<file path="src/rtl/udiv_pkg.sv">
package udiv_pkg;

    // Controller states
    typedef enum logic [1:0] {
        ST_IDLE = 2'd0,
        ST_CALC = 2'd1,
        ST_DONE = 2'd2
    } udiv_state_e;

    // Clocks spent in ST_CALC for an operand of the given bit count
    function automatic int calc_clocks(input int bits, input int steps_per_clk);
        return bits / steps_per_clk;
    endfunction

endpackage

</file>
<file path="src/rtl/udiv_step.sv">
// One restoring shift-subtract step: brings in the next dividend bit,
// tries the subtraction and keeps it when no borrow results.
module udiv_step #(
    parameter int W = 32
) (
    input  logic [W-1:0] rem_i,
    input  logic [W-1:0] sh_i,
    input  logic [W-1:0] dvs_i,
    output logic [W-1:0] rem_o,
    output logic [W-1:0] sh_o
);

    logic [W:0] partial;
    logic [W:0] trial;
    logic       fits;

    always_comb begin
        partial = {rem_i, sh_i[W-1]};
        trial   = partial - {1'b0, dvs_i};
        fits    = ~trial[W];
        rem_o   = fits ? trial[W-1:0] : partial[W-1:0];
        sh_o    = {sh_i[W-2:0], fits};
    end

endmodule

</file>
<file path="src/rtl/udiv_ctrl.sv">
module udiv_ctrl
    import udiv_pkg::*;
#(
    parameter int DATA_W        = 16,
    parameter int STEPS_PER_CLK = 2
) (
    input  logic clk,
    input  logic rst_n,
    input  logic op_start,
    input  logic mode_wide,
    output logic load,
    output logic step_en,
    output logic busy,
    output logic done
);

    localparam int NARROW_CLKS = calc_clocks(DATA_W, STEPS_PER_CLK);
    localparam int WIDE_CLKS   = calc_clocks(2 * DATA_W, STEPS_PER_CLK);
    localparam int CNT_W       = $clog2(WIDE_CLKS + 1);

    udiv_state_e state_q, state_d;
    logic [CNT_W-1:0] cnt_q, cnt_d;
    logic             cnt_zero;

    assign cnt_zero = (cnt_q == '0);

    // State register
    always_ff @(posedge clk or negedge rst_n) begin
        if (!rst_n) begin
            state_q <= ST_IDLE;
            cnt_q   <= '0;
        end else begin
            state_q <= state_d;
            cnt_q   <= cnt_d;
        end
    end

    // Next state and step counter
    always_comb begin
        state_d = state_q;
        cnt_d   = cnt_q;
        unique case (state_q)
            ST_IDLE: begin
                if (op_start) begin
                    state_d = ST_CALC;
                    cnt_d   = mode_wide ? CNT_W'(WIDE_CLKS - 1)
                                        : CNT_W'(NARROW_CLKS - 1);
                end
            end
            ST_CALC: begin
                if (cnt_zero) begin
                    state_d = ST_DONE;
                end else begin
                    cnt_d = cnt_q - CNT_W'(1);
                end
            end
            ST_DONE: begin
                state_d = ST_IDLE;
            end
            default: begin
                state_d = ST_IDLE;
            end
        endcase
    end

    // Outputs
    always_comb begin
        load    = 1'b0;
        step_en = 1'b0;
        busy    = 1'b0;
        done    = 1'b0;
        unique case (state_q)
            ST_IDLE: load = op_start;
            ST_CALC: begin
                busy    = 1'b1;
                step_en = 1'b1;
            end
            ST_DONE: begin
                busy = 1'b1;
                done = 1'b1;
            end
            default: busy = 1'b0;
        endcase
    end

endmodule

</file>
<file path="src/rtl/udiv_datapath.sv">
module udiv_datapath #(
    parameter int DATA_W        = 16,
    parameter int STEPS_PER_CLK = 2
) (
    input  logic              clk,
    input  logic              rst_n,
    input  logic              load,
    input  logic              step_en,
    input  logic              mode_wide,
    input  logic [DATA_W-1:0] dvd_lo_i,
    input  logic [DATA_W-1:0] dvd_hi_i,
    input  logic [DATA_W-1:0] dvs_lo_i,
    input  logic [DATA_W-1:0] dvs_hi_i,
    output logic [DATA_W-1:0] quo_lo_o,
    output logic [DATA_W-1:0] quo_hi_o,
    output logic [DATA_W-1:0] rem_lo_o,
    output logic [DATA_W-1:0] rem_hi_o
);

    localparam int W = 2 * DATA_W;

    logic [W-1:0]      sh_q;     // dividend shifting out, quotient shifting in
    logic [W-1:0]      rem_q;    // partial remainder
    logic [W-1:0]      dvs_q;    // divisor
    logic              wide_q;
    logic [DATA_W-1:0] dvd_hi_keep;
    logic [DATA_W-1:0] dvs_hi_keep;

    logic [STEPS_PER_CLK:0][W-1:0] rem_c;
    logic [STEPS_PER_CLK:0][W-1:0] sh_c;

    assign rem_c[0] = rem_q;
    assign sh_c[0]  = sh_q;

    // Unrolled steps per clock
    for (genvar g = 0; g < STEPS_PER_CLK; g++) begin : g_step
        udiv_step #(.W(W)) u_step (
            .rem_i (rem_c[g]),
            .sh_i  (sh_c[g]),
            .dvs_i (dvs_q),
            .rem_o (rem_c[g+1]),
            .sh_o  (sh_c[g+1])
        );
    end

    always_ff @(posedge clk or negedge rst_n) begin
        if (!rst_n) begin
            sh_q        <= '0;
            rem_q       <= '0;
            dvs_q       <= '0;
            wide_q      <= 1'b0;
            dvd_hi_keep <= '0;
            dvs_hi_keep <= '0;
        end else if (load) begin
            // Narrow dividend sits in the top half so the MSB-first walk
            // covers exactly DATA_W bits.
            sh_q        <= mode_wide ? {dvd_hi_i, dvd_lo_i}
                                     : {dvd_lo_i, {DATA_W{1'b0}}};
            rem_q       <= '0;
            dvs_q       <= mode_wide ? {dvs_hi_i, dvs_lo_i}
                                     : {{DATA_W{1'b0}}, dvs_lo_i};
            wide_q      <= mode_wide;
            dvd_hi_keep <= dvd_hi_i;
            dvs_hi_keep <= dvs_hi_i;
        end else if (step_en) begin
            sh_q  <= sh_c[STEPS_PER_CLK];
            rem_q <= rem_c[STEPS_PER_CLK];
        end
    end

    always_comb begin
        quo_lo_o = sh_q[DATA_W-1:0];
        rem_lo_o = rem_q[DATA_W-1:0];
        quo_hi_o = wide_q ? sh_q[W-1:DATA_W]  : dvd_hi_keep;
        rem_hi_o = wide_q ? rem_q[W-1:DATA_W] : dvs_hi_keep;
    end

endmodule

</file>
<file path="src/rtl/udiv_seq.sv">
module udiv_seq #(
    parameter int DATA_W        = 16,
    parameter int STEPS_PER_CLK = 2
) (
    input  logic              clk,
    input  logic              rst_n,
    input  logic              op_start,
    input  logic              mode_wide,
    input  logic [DATA_W-1:0] dvd_lo_i,
    input  logic [DATA_W-1:0] dvd_hi_i,
    input  logic [DATA_W-1:0] dvs_lo_i,
    input  logic [DATA_W-1:0] dvs_hi_i,
    output logic              busy_o,
    output logic              done_o,
    output logic [DATA_W-1:0] quo_lo_o,
    output logic [DATA_W-1:0] quo_hi_o,
    output logic [DATA_W-1:0] rem_lo_o,
    output logic [DATA_W-1:0] rem_hi_o
);

    logic load;
    logic step_en;

    udiv_ctrl #(
        .DATA_W        (DATA_W),
        .STEPS_PER_CLK (STEPS_PER_CLK)
    ) u_ctrl (
        .clk       (clk),
        .rst_n     (rst_n),
        .op_start  (op_start),
        .mode_wide (mode_wide),
        .load      (load),
        .step_en   (step_en),
        .busy      (busy_o),
        .done      (done_o)
    );

    udiv_datapath #(
        .DATA_W        (DATA_W),
        .STEPS_PER_CLK (STEPS_PER_CLK)
    ) u_dp (
        .clk       (clk),
        .rst_n     (rst_n),
        .load      (load),
        .step_en   (step_en),
        .mode_wide (mode_wide),
        .dvd_lo_i  (dvd_lo_i),
        .dvd_hi_i  (dvd_hi_i),
        .dvs_lo_i  (dvs_lo_i),
        .dvs_hi_i  (dvs_hi_i),
        .quo_lo_o  (quo_lo_o),
        .quo_hi_o  (quo_hi_o),
        .rem_lo_o  (rem_lo_o),
        .rem_hi_o  (rem_hi_o)
    );

endmodule

</file>
<file path="config.mk">
export PLATFORM = sky130hd
export DESIGN_NAME = udiv_seq
export DESIGN_NICKNAME = d
export VERILOG_FILES = /design/src/rtl/udiv_pkg.sv /design/src/rtl/udiv_step.sv /design/src/rtl/udiv_ctrl.sv /design/src/rtl/udiv_datapath.sv /design/src/rtl/udiv_seq.sv
export SDC_FILE = /design/constraint.sdc
export NUM_CORES = 1
export LEC_CHECK = 0
export ABC_CLOCK_PERIOD_IN_PS = 8390
export BUFFER_PORTS_ARGS = -buffer_cell sky130_fd_sc_hd__buf_2
export CORE_ASPECT_RATIO = 0.5
export CORE_MARGIN = 2
export CORE_UTILIZATION = 55
export CTS_CLUSTER_DIAMETER = 80
export DETAILED_ROUTE_END_ITERATION = 8
export PLACE_DENSITY = 0.85
export SETUP_SLACK_MARGIN = 0.02
export SLEW_MARGIN = 5
export SYNTH_ARGS = -nofsm -noshare
export SYNTH_HDL_FRONTEND = slang
export SYNTH_SLANG_ARGS = --single-unit
export TNS_END_PERCENT = 100
</file>
<file path="constraint.sdc">
create_clock -name clk -period 8.39 [get_ports clk]
set_clock_uncertainty 0.05 [all_clocks]
set_input_delay 1.2585 -clock clk [delete_from_list [all_inputs] [get_ports clk]]
set_output_delay 1.2585 -clock clk [all_outputs]
set_load 0.1 [all_outputs]
</file>
==> summary.md, run 1 <==
| Metric | Value |
|---|---|
| Drt first pass iters | 5 |
| CTS tree | yes |
| Total grt overflow | 0 |
| Slew Limit Headroom | 27.4% |
| CTS Buffer Depth | 2 |
| Top-level I/O count | 134 |
| Final max-slew violation count | 0 |
| Minimum clock period | 7.19 ns |
| WL/cell | around 19 microns |
| Sequential area share after synthesis | 32.5% |
| CP Capture Type | flop |
| Vias in the first global route | between 8,000 and 9,000 |
| Die Area | between 0.02 and 0.025 sq mm |
| CP arrival | around 7.4 ns |
| Non-filler cells, final | 1,511 |
| Cell mode on critical path | inv_1 |
| CP Max Fanout | 15 |
| Core ar. | around 0.019 sq mm |
| Initial core utilization | 56.6% |
| Endpoints failing setup | 0 |
| PnR worst setup slack | 1.20 ns |
| Placed Instances | ~1,500 |
| Post-CTS setup buffer count | 0 |
| Largest net degree at the start of global routing | 79 |
| Syn Inst Count | 1,161 |
| Cts repair resizes | 0 |
| Largest stage delay on the critical path | 0.83 ns |
| TritonCTS Buffers | 17 |
| First-pass GRT wire length | 46,800 microns |
| H-tree depth | 4 |
| P&R area growth vs syn | 12.4% |
| Crit Path Class | flop to flop |
| Critical path's slowest cell | nor3_2 |
| CTS clk-pin slew, worst paths | 0.07 ns |
| TNS Setup | 0 ns |
| Final antenna-violating net count | 0 |
| Ant diodes | 0 |
| Syn avg cell area | roughly 9 sq um |
| Post-synthesis cell type count | 68 |
| Root Driver | clkbuf_16 |
| Latest clock arrival within the worst-skew pair | about 0.43 ns |
| Detailed-route DRC error count | 0 |
| Main flop type after synthesis | dfrtp_1 |
| Hold-fix buffers, CTS | 0 |
| Worst setup SP type | flop |
| Via count | approximately 9,200 |
| Required time of the critical path | a little under 9 ns |
| Post-placement setup slack | 1.30 ns |
| Post-DP HPWL | 20,800 microns |
| Hold Path Class | flop to flop |
| Post-synthesis async set-or-reset flop share | 100% |
| Area after DPL | around 0.011 sq mm |
| Chip width | approximately 200 microns |
| Avg Vias per Cell | around 6 |
| Gpl congestion | 0.983 |
| Syn nets | 1,300 |
| Post-route cell area | between 0.01 and 0.015 sq mm |
| Status | completed |
| Crit-path leading delay family | compound AO/OA/AOI/OAI gates |
| # nets final | approximately 1,400 |
| Total Wirelength | 28,600 microns |
| RSZ-0062 raised after global routing | false |
| Post-Syn Area | between 0.01 and 0.015 sq mm |
| Ys Warns | 0 |
| Gr usage total | roughly 29% |
| Max frequency | 139 MHz |
| Actual slew at the worst max-slew pin | ~1.1 ns |
| Clock sink count | roughly 140 |
| # rows | 35 |
| Drt first-iter violations | between 700 and 800 |
| Period utilisation layout | a little under nine tenths |
| Count of flip-flops with a built-in enable after synthesis | 0 |
| Fill count | between 1,500 and 2,000 |
| Max-cap violations | 0 |
| Share of layout cells above drive strength 1 | between 20% and 30% |
| Final hold vios | 0 |
| Yosys reg bits | about 140 |
| Worst path cell trace | inv_1, ha_1, inv_1, fa_1, a211oi_2, o21ai_1, o211ai_2, a211o_1, a211oi_1, nor3_2, buf_4, mux2_2, ha_1, inv_1, nor4_1, nand3_1, nand2_1, o21ai_1, o21ai_0, a31oi_2, xor2_2, buf_4, nor3b_1, a311o_1 |
| Chip Height | ~100 microns |
| Initial antenna violation count | 0 |
| IO Port Bufs | roughly 130 |
| Worst Path Buf+Inv | 5 |
[tightest hold or removal path, stage by stage (launching register included)]
cell,delay [ns]
dfrtp_1,0.34
nand2_1,0.05
o21ai_0,0.06
[cells in the mapped netlist, drive strengths merged (2+ instances only)]
cell	count	area [sq um]
o31ai	4	43.8
o31a	2	17.5
o211ai	11	87.6
and2	6	38.8
o21bai	6	45.0
o311ai	2	17.5
inv	52	195
o41ai	2	17.5
dfrtp	136	3400
xnor2	44	385
nand2b	11	68.8
a221oi	3	32.5
mux2i	32	320
nor3	27	145
ha	69	863
nand4	8	56.3
nor4	3	18.8
nor2b	22	138
and4	2	17.5
mux2	103	1160
nor3b	4	30.0
buf	49	339
and3	6	37.5
nand3b	4	30.0
o211a	2	20.0
a311o	2	20.0
a31oi	32	206
o2111ai	6	58.8
a211o	4	35.0
a2111oi	2	23.8
or3	4	25.0
o21ai	81	405
a211oi	32	250
nand2	117	439
a21boi	3	22.5
xor2	12	113
clkbuf	38	143
a21oi	115	579
a21o	22	165
nand3	13	70.1
nor2	42	158
o21a	16	120
fa	2	40.0
[cell usage in the layout (no fill, tap or decap), types with 4 or more instances in the layout]
master       n
a211o_1      4
a211oi_1    30
a21o_1      22
a21oi_1    114
a31oi_1     31
and2_1       5
and3_1       6
buf_2      132
buf_4       13
bufinv_16    4
clkbuf_16   17
clkinv_4     5
dfrtp_1    136
ha_1        68
inv_1       52
mux2_2     103
mux2i_1     32
nand2_1    116
nand2b_1    11
nand3_1     12
nand3b_1     4
nand4_1      7
nor2_1      42
nor2b_1     22
nor3_1      24
nor3b_1      4
o2111ai_1    5
o211ai_1    10
o21a_1      16
o21ai_0     76
o21ai_1      5
o21bai_1     6
or3_1        4
xnor2_1     43
xor2_1      11
[state kept, by name, summed over array words and instances (netlist names)]
name,flops
u_dp.sh_q,32
u_dp.dvs_q,32
u_dp.dvd_hi_keep,16
u_dp.wide_q,1
u_dp.dvs_hi_keep,16
u_ctrl.cnt_q,5
u_dp.rem_q,32
u_ctrl.state_q,2
[final timing paths]
path	startpoint	to	slack [ns]	cells past startpoint
setup / recovery	u_dp.sh_q[31]$_DFFE_PN0P_	u_dp.rem_q[13]$_DFFE_PN0P_	1.20	24
hold / removal	u_dp.dvs_q[25]$_DFFE_PN0P_	u_dp.dvs_q[25]$_DFFE_PN0P_	0.43	2
setup reg to reg	u_dp.sh_q[31]$_DFFE_PN0P_	u_dp.rem_q[13]$_DFFE_PN0P_	1.20	24
hold reg to reg	u_dp.dvs_q[25]$_DFFE_PN0P_	u_dp.dvs_q[25]$_DFFE_PN0P_	0.43	2
max in group asynchronous	rst_n	u_dp.dvs_q[16]$_DFFE_PN0P_	6.20	2
min in group asynchronous	rst_n	u_dp.dvd_hi_keep[6]$_DFFE_PN0P_	0.81	1
[area by class of cell]
class                      count  area [sq um]  area share [%]
timing repair buffer         146           769            6.54
multi-input combinational    886          6430            54.6
inverter                      52           195            1.66
clock buffer                  18           439            3.73
clock inverter                14           211            1.80
sequential                   136          3400            28.9
tap                          259           324            2.75
[per-layer routing]
metal / vias up / wire length (microns) / GRT usage, %
met5: - / 0 / 0
met4: 0 / 719 / 10.6
met1: 4450 / 13300 / 40.8
li1: 4346 / - / -
met2: 349 / 12500 / 44.5
met3: 66 / 2040 / 7.16
[per-stage QoR]
step	util, %	hold slack, ns
after floorplan	-	0.400
after global placement	60.0	0.412
after detailed placement	60.0	0.421
after CTS	63.6	0.435
after global routing	63.6	0.461
final	63.6	0.431
[logic make-up after synthesis]
kind of cell,share of synthesized area (%)
DFF,32.5
adders and majority gates,8.62
muxes,14.1
and+or+nand+nor,12.4
xor gates and xnor gates,4.75
AOI/OAI and AO/OA,21.2
buffers and inverters,6.46
Power of run 1 is not shown: default switching activity piles up to over one toggle a cycle in this logic, so the estimate is an artifact.
==> run 2, diff against run 1 <==
- ABC_AREA: default -> 1
==> summary.md, run 2 <==
| Metric | Value |
|---|---|
| Final max-slew violation count | 0 (unchanged) |
| Most common cell after layout, fill and taps aside | nand2_1 |
| Ys Warns | 0 (unchanged) |
| Final hold slack | 0.434 ns (+0.00378 ns) |
| First-pass GRT wire length | 57,400 microns (+23%) |
| Initial antenna violation count | 1 (+1) |
| Chip Height | 106 microns (+4.7%) |
| Post-route cell area | 0.0126 sq mm (+7.4%) |
| Max frequency | 192 MHz (+38%) |
| Post-DP HPWL | 27,500 microns (+32%) |
| # nets final | 1,967 (+43%) |
| Core ar. | 0.0206 sq mm (+11%) |
| Hold Path Class | flop to flop |
| Syn nets | 1,902 (+46%) |
| Gr usage total | 33.0% (+3.8 points) |
| Drt first-iter violations | 1,384 (+76%) |
| Regs by FF count | u_dp.dvs_q x32, u_dp.rem_q x32, u_dp.sh_q x32 |
| Status | completed |
| Post-placement setup slack | 3.36 ns (+2.07 ns) |
| Post-synthesis cell type count | 41 (-40%) |
| Period utilisation layout | 62.1% (-24 points) |
| Top cells by count, synth | nand2_1 (521), inv_1 (258), o21ai_0 (176), nand3_1 (153), dfrtp_1 (136) |
| Synth top area cells | dfrtp_1 (30%), nand2_1 (17%), inv_1 (8.4%), o21ai_0 (7.6%), ha_1 (7.5%) |
| Count leader, synth | nand2_1 |
| WL/cell | 16.9 microns (-10%) |
| Actual slew at the worst max-slew pin | 0.980 ns (-0.104 ns) |
| CTS Buffer Depth | 2 (unchanged) |
| CTS tree | yes |
| IO Port Bufs | 133 (unchanged) |
| Hold-fix buffers, CTS | 0 (unchanged) |
| Endpoints failing setup | 0 (unchanged) |
| Critical path's slowest cell | nand3_2 |
| Post-Syn Area | 0.0115 sq mm (+9.9%) |
| Final hold vios | 0 (unchanged) |
| Initial core utilization | 56.0% (-0.53 points) |
| # rows | 37 (+5.7%) |
| Area leader, netlist | dfrtp_1 |
| Yosys reg bits | 136 (unchanged) |
| Root Driver | clkbuf_16 |
| PnR worst setup slack | 3.18 ns (+1.98 ns) |
| Sequential area share after synthesis | 29.5% (-2.9 points) |
| Syn avg cell area | 6.53 sq um (-28%) |
| Syn Inst Count | 1,763 (+52%) |
| Die Area | 0.0222 sq mm (+9.6%) |
| Main flop type after synthesis | dfrtp_1 |
| Cts repair resizes | 0 (unchanged) |
| TNS Setup | 0 ns (unchanged) |
| Max-cap violations | 0 (unchanged) |
| Largest stage delay on the critical path | 0.58 ns (-0.25 ns) |
| Share of layout cells above drive strength 1 | 11.4% (-13 points) |
| Count of flip-flops with a built-in enable after synthesis | 0 (unchanged) |
| Minimum clock period | 5.21 ns (-1.98 ns) |
| Post-CTS setup buffer count | 0 (unchanged) |
| CP Max Fanout | 53 (+38) |
| Cell mode on critical path | nand2_1 |
| TritonCTS Buffers | 17 (unchanged) |
| Share of the synthesized area in the top cell type | 29.5% (-2.9 points) |
| Worst setup SP type | flop |
| Clock sink count | 136 (unchanged) |
| CP arrival | 5.54 ns (-1.90 ns) |
| Via count | 11,700 (+27%) |
| Detailed-route DRC error count | 0 (unchanged) |
| Drt first pass iters | 7 (+2) |
| Total Wirelength | 35,800 microns (+25%) |
| Latest clock arrival within the worst-skew pair | 0.45 ns (+0.02 ns) |
| Chip width | 209 microns (+4.7%) |
| Top-level I/O count | 134 (unchanged) |
| Area after DPL | 0.0121 sq mm (+8.4%) |
| Largest net degree at the start of global routing | 104 (+32%) |
| Crit Path Class | flop to flop |
| Vias in the first global route | 10,800 (+20%) |
| Gpl congestion | 1.01 (+2.7%) |
| Fill count | 2,018 (+33%) |
| Avg Vias per Cell | 5.54 (-9.1%) |
| P&R area growth vs syn | 9.77% |
| CTS clk-pin slew, worst paths | 0.06 ns (about the same) |
| Commonest non-fill, non-tap cells in the layout | nand2_1 (520), inv_1 (258), o21ai_0 (176) |
| Slew Limit Headroom | 34.7% (+7.3 points) |
| RSZ-0062 raised after global routing | false |
| Final antenna-violating net count | 0 (unchanged) |
| Required time of the critical path | 8.72 ns (+0.07 ns) |
| Post-synthesis async set-or-reset flop share | 100% (unchanged) |
| CP Capture Type | flop |
| Total grt overflow | 0 (unchanged) |
| H-tree depth | 4 (unchanged) |
run 2: changes by cell type after synthesis, moves of 23 or more:
cell / before / now
nand2_1: 117 / 521
inv_1: 52 / 258
nand3_1: 12 / 153
mux2_2: 103 / 0
o21ai_0: 76 / 176
nor2_1: 42 / 99
mux2i_1: 32 / 0
a211oi_1: 30 / 0
a31oi_1: 31 / 4
a21oi_1: 114 / 91
run 2: kinds of logic after synthesis:
| group | Yosys count | share of synthesized area, % |
|---|---|---|
| buf+inv | 359 | 13.4 |
| xor+xnor | 39 | 2.97 |
| simple gates | 827 | 30.7 |
| fa+ha+maj | 71 | 7.84 |
| flops | 136 | 29.5 |
| compound gates | 331 | 15.5 |
run 2: through the flow:
stage | instances | utilization [%]
final | 2115 | 61.5
after global routing | 2114 | 61.5
after CTS | 2114 | 61.5
after detailed placement | 2082 | 58.7
after global placement | 2082 | 58.7
after floorplan | 1763 | -
run 2: cell type report:
type	instances	area [sq um]	share of cell area [%]
multi-input combinational	1268	6590	52.1
sequential	136	3400	26.9
inverter	265	995	7.87
timing repair buffer	140	724	5.73
clock buffer	21	470	3.72
tap	273	342	2.70
clock inverter	11	114	0.901
antenna	1	2.50	0.0198
run 2: worst paths after layout:
kind,from,endpoint,slack [ns],depth (start not counted)
max in group asynchronous,rst_n,u_dp.rem_q[1]$_DFFE_PN0P_,6.23,2
worst max-delay path,u_dp.sh_q[31]$_DFFE_PN0P_,u_dp.rem_q[21]$_DFFE_PN0P_,3.18,30
worst min register to register,u_dp.dvd_hi_keep[10]$_DFFE_PN0P_,u_dp.dvd_hi_keep[10]$_DFFE_PN0P_,0.43,2
min in group asynchronous,rst_n,u_dp.sh_q[9]$_DFFE_PN0P_,0.82,1
worst max register to register,u_dp.sh_q[31]$_DFFE_PN0P_,u_dp.rem_q[21]$_DFFE_PN0P_,3.18,30
worst min-delay path,u_dp.dvd_hi_keep[10]$_DFFE_PN0P_,u_dp.dvd_hi_keep[10]$_DFFE_PN0P_,0.43,2
run 2: per-layer routing:
metal	wire length [microns]	global-route usage (%)	part of all wire (%)	up-vias
met5	0	0	0	-
met4	976	10.9	2.7	0
met3	3310	7.59	9.2	80
met2	15200	50.6	42	536
met1	16400	46.2	46	5335
li1	-	-	-	5770
run 2: critical path: cells and delay by family, from the launching register on:
kind	cells	cell delay, ns
adder cells (fa/ha/maj)	3	1.03
AO/OA/AOI/OAI	1	0.32
buffers and inverters	4	0.45
flip-flops	1	0.39
AND/OR/NAND/NOR	22	2.88
Power of run 2 is left out for the same reason.
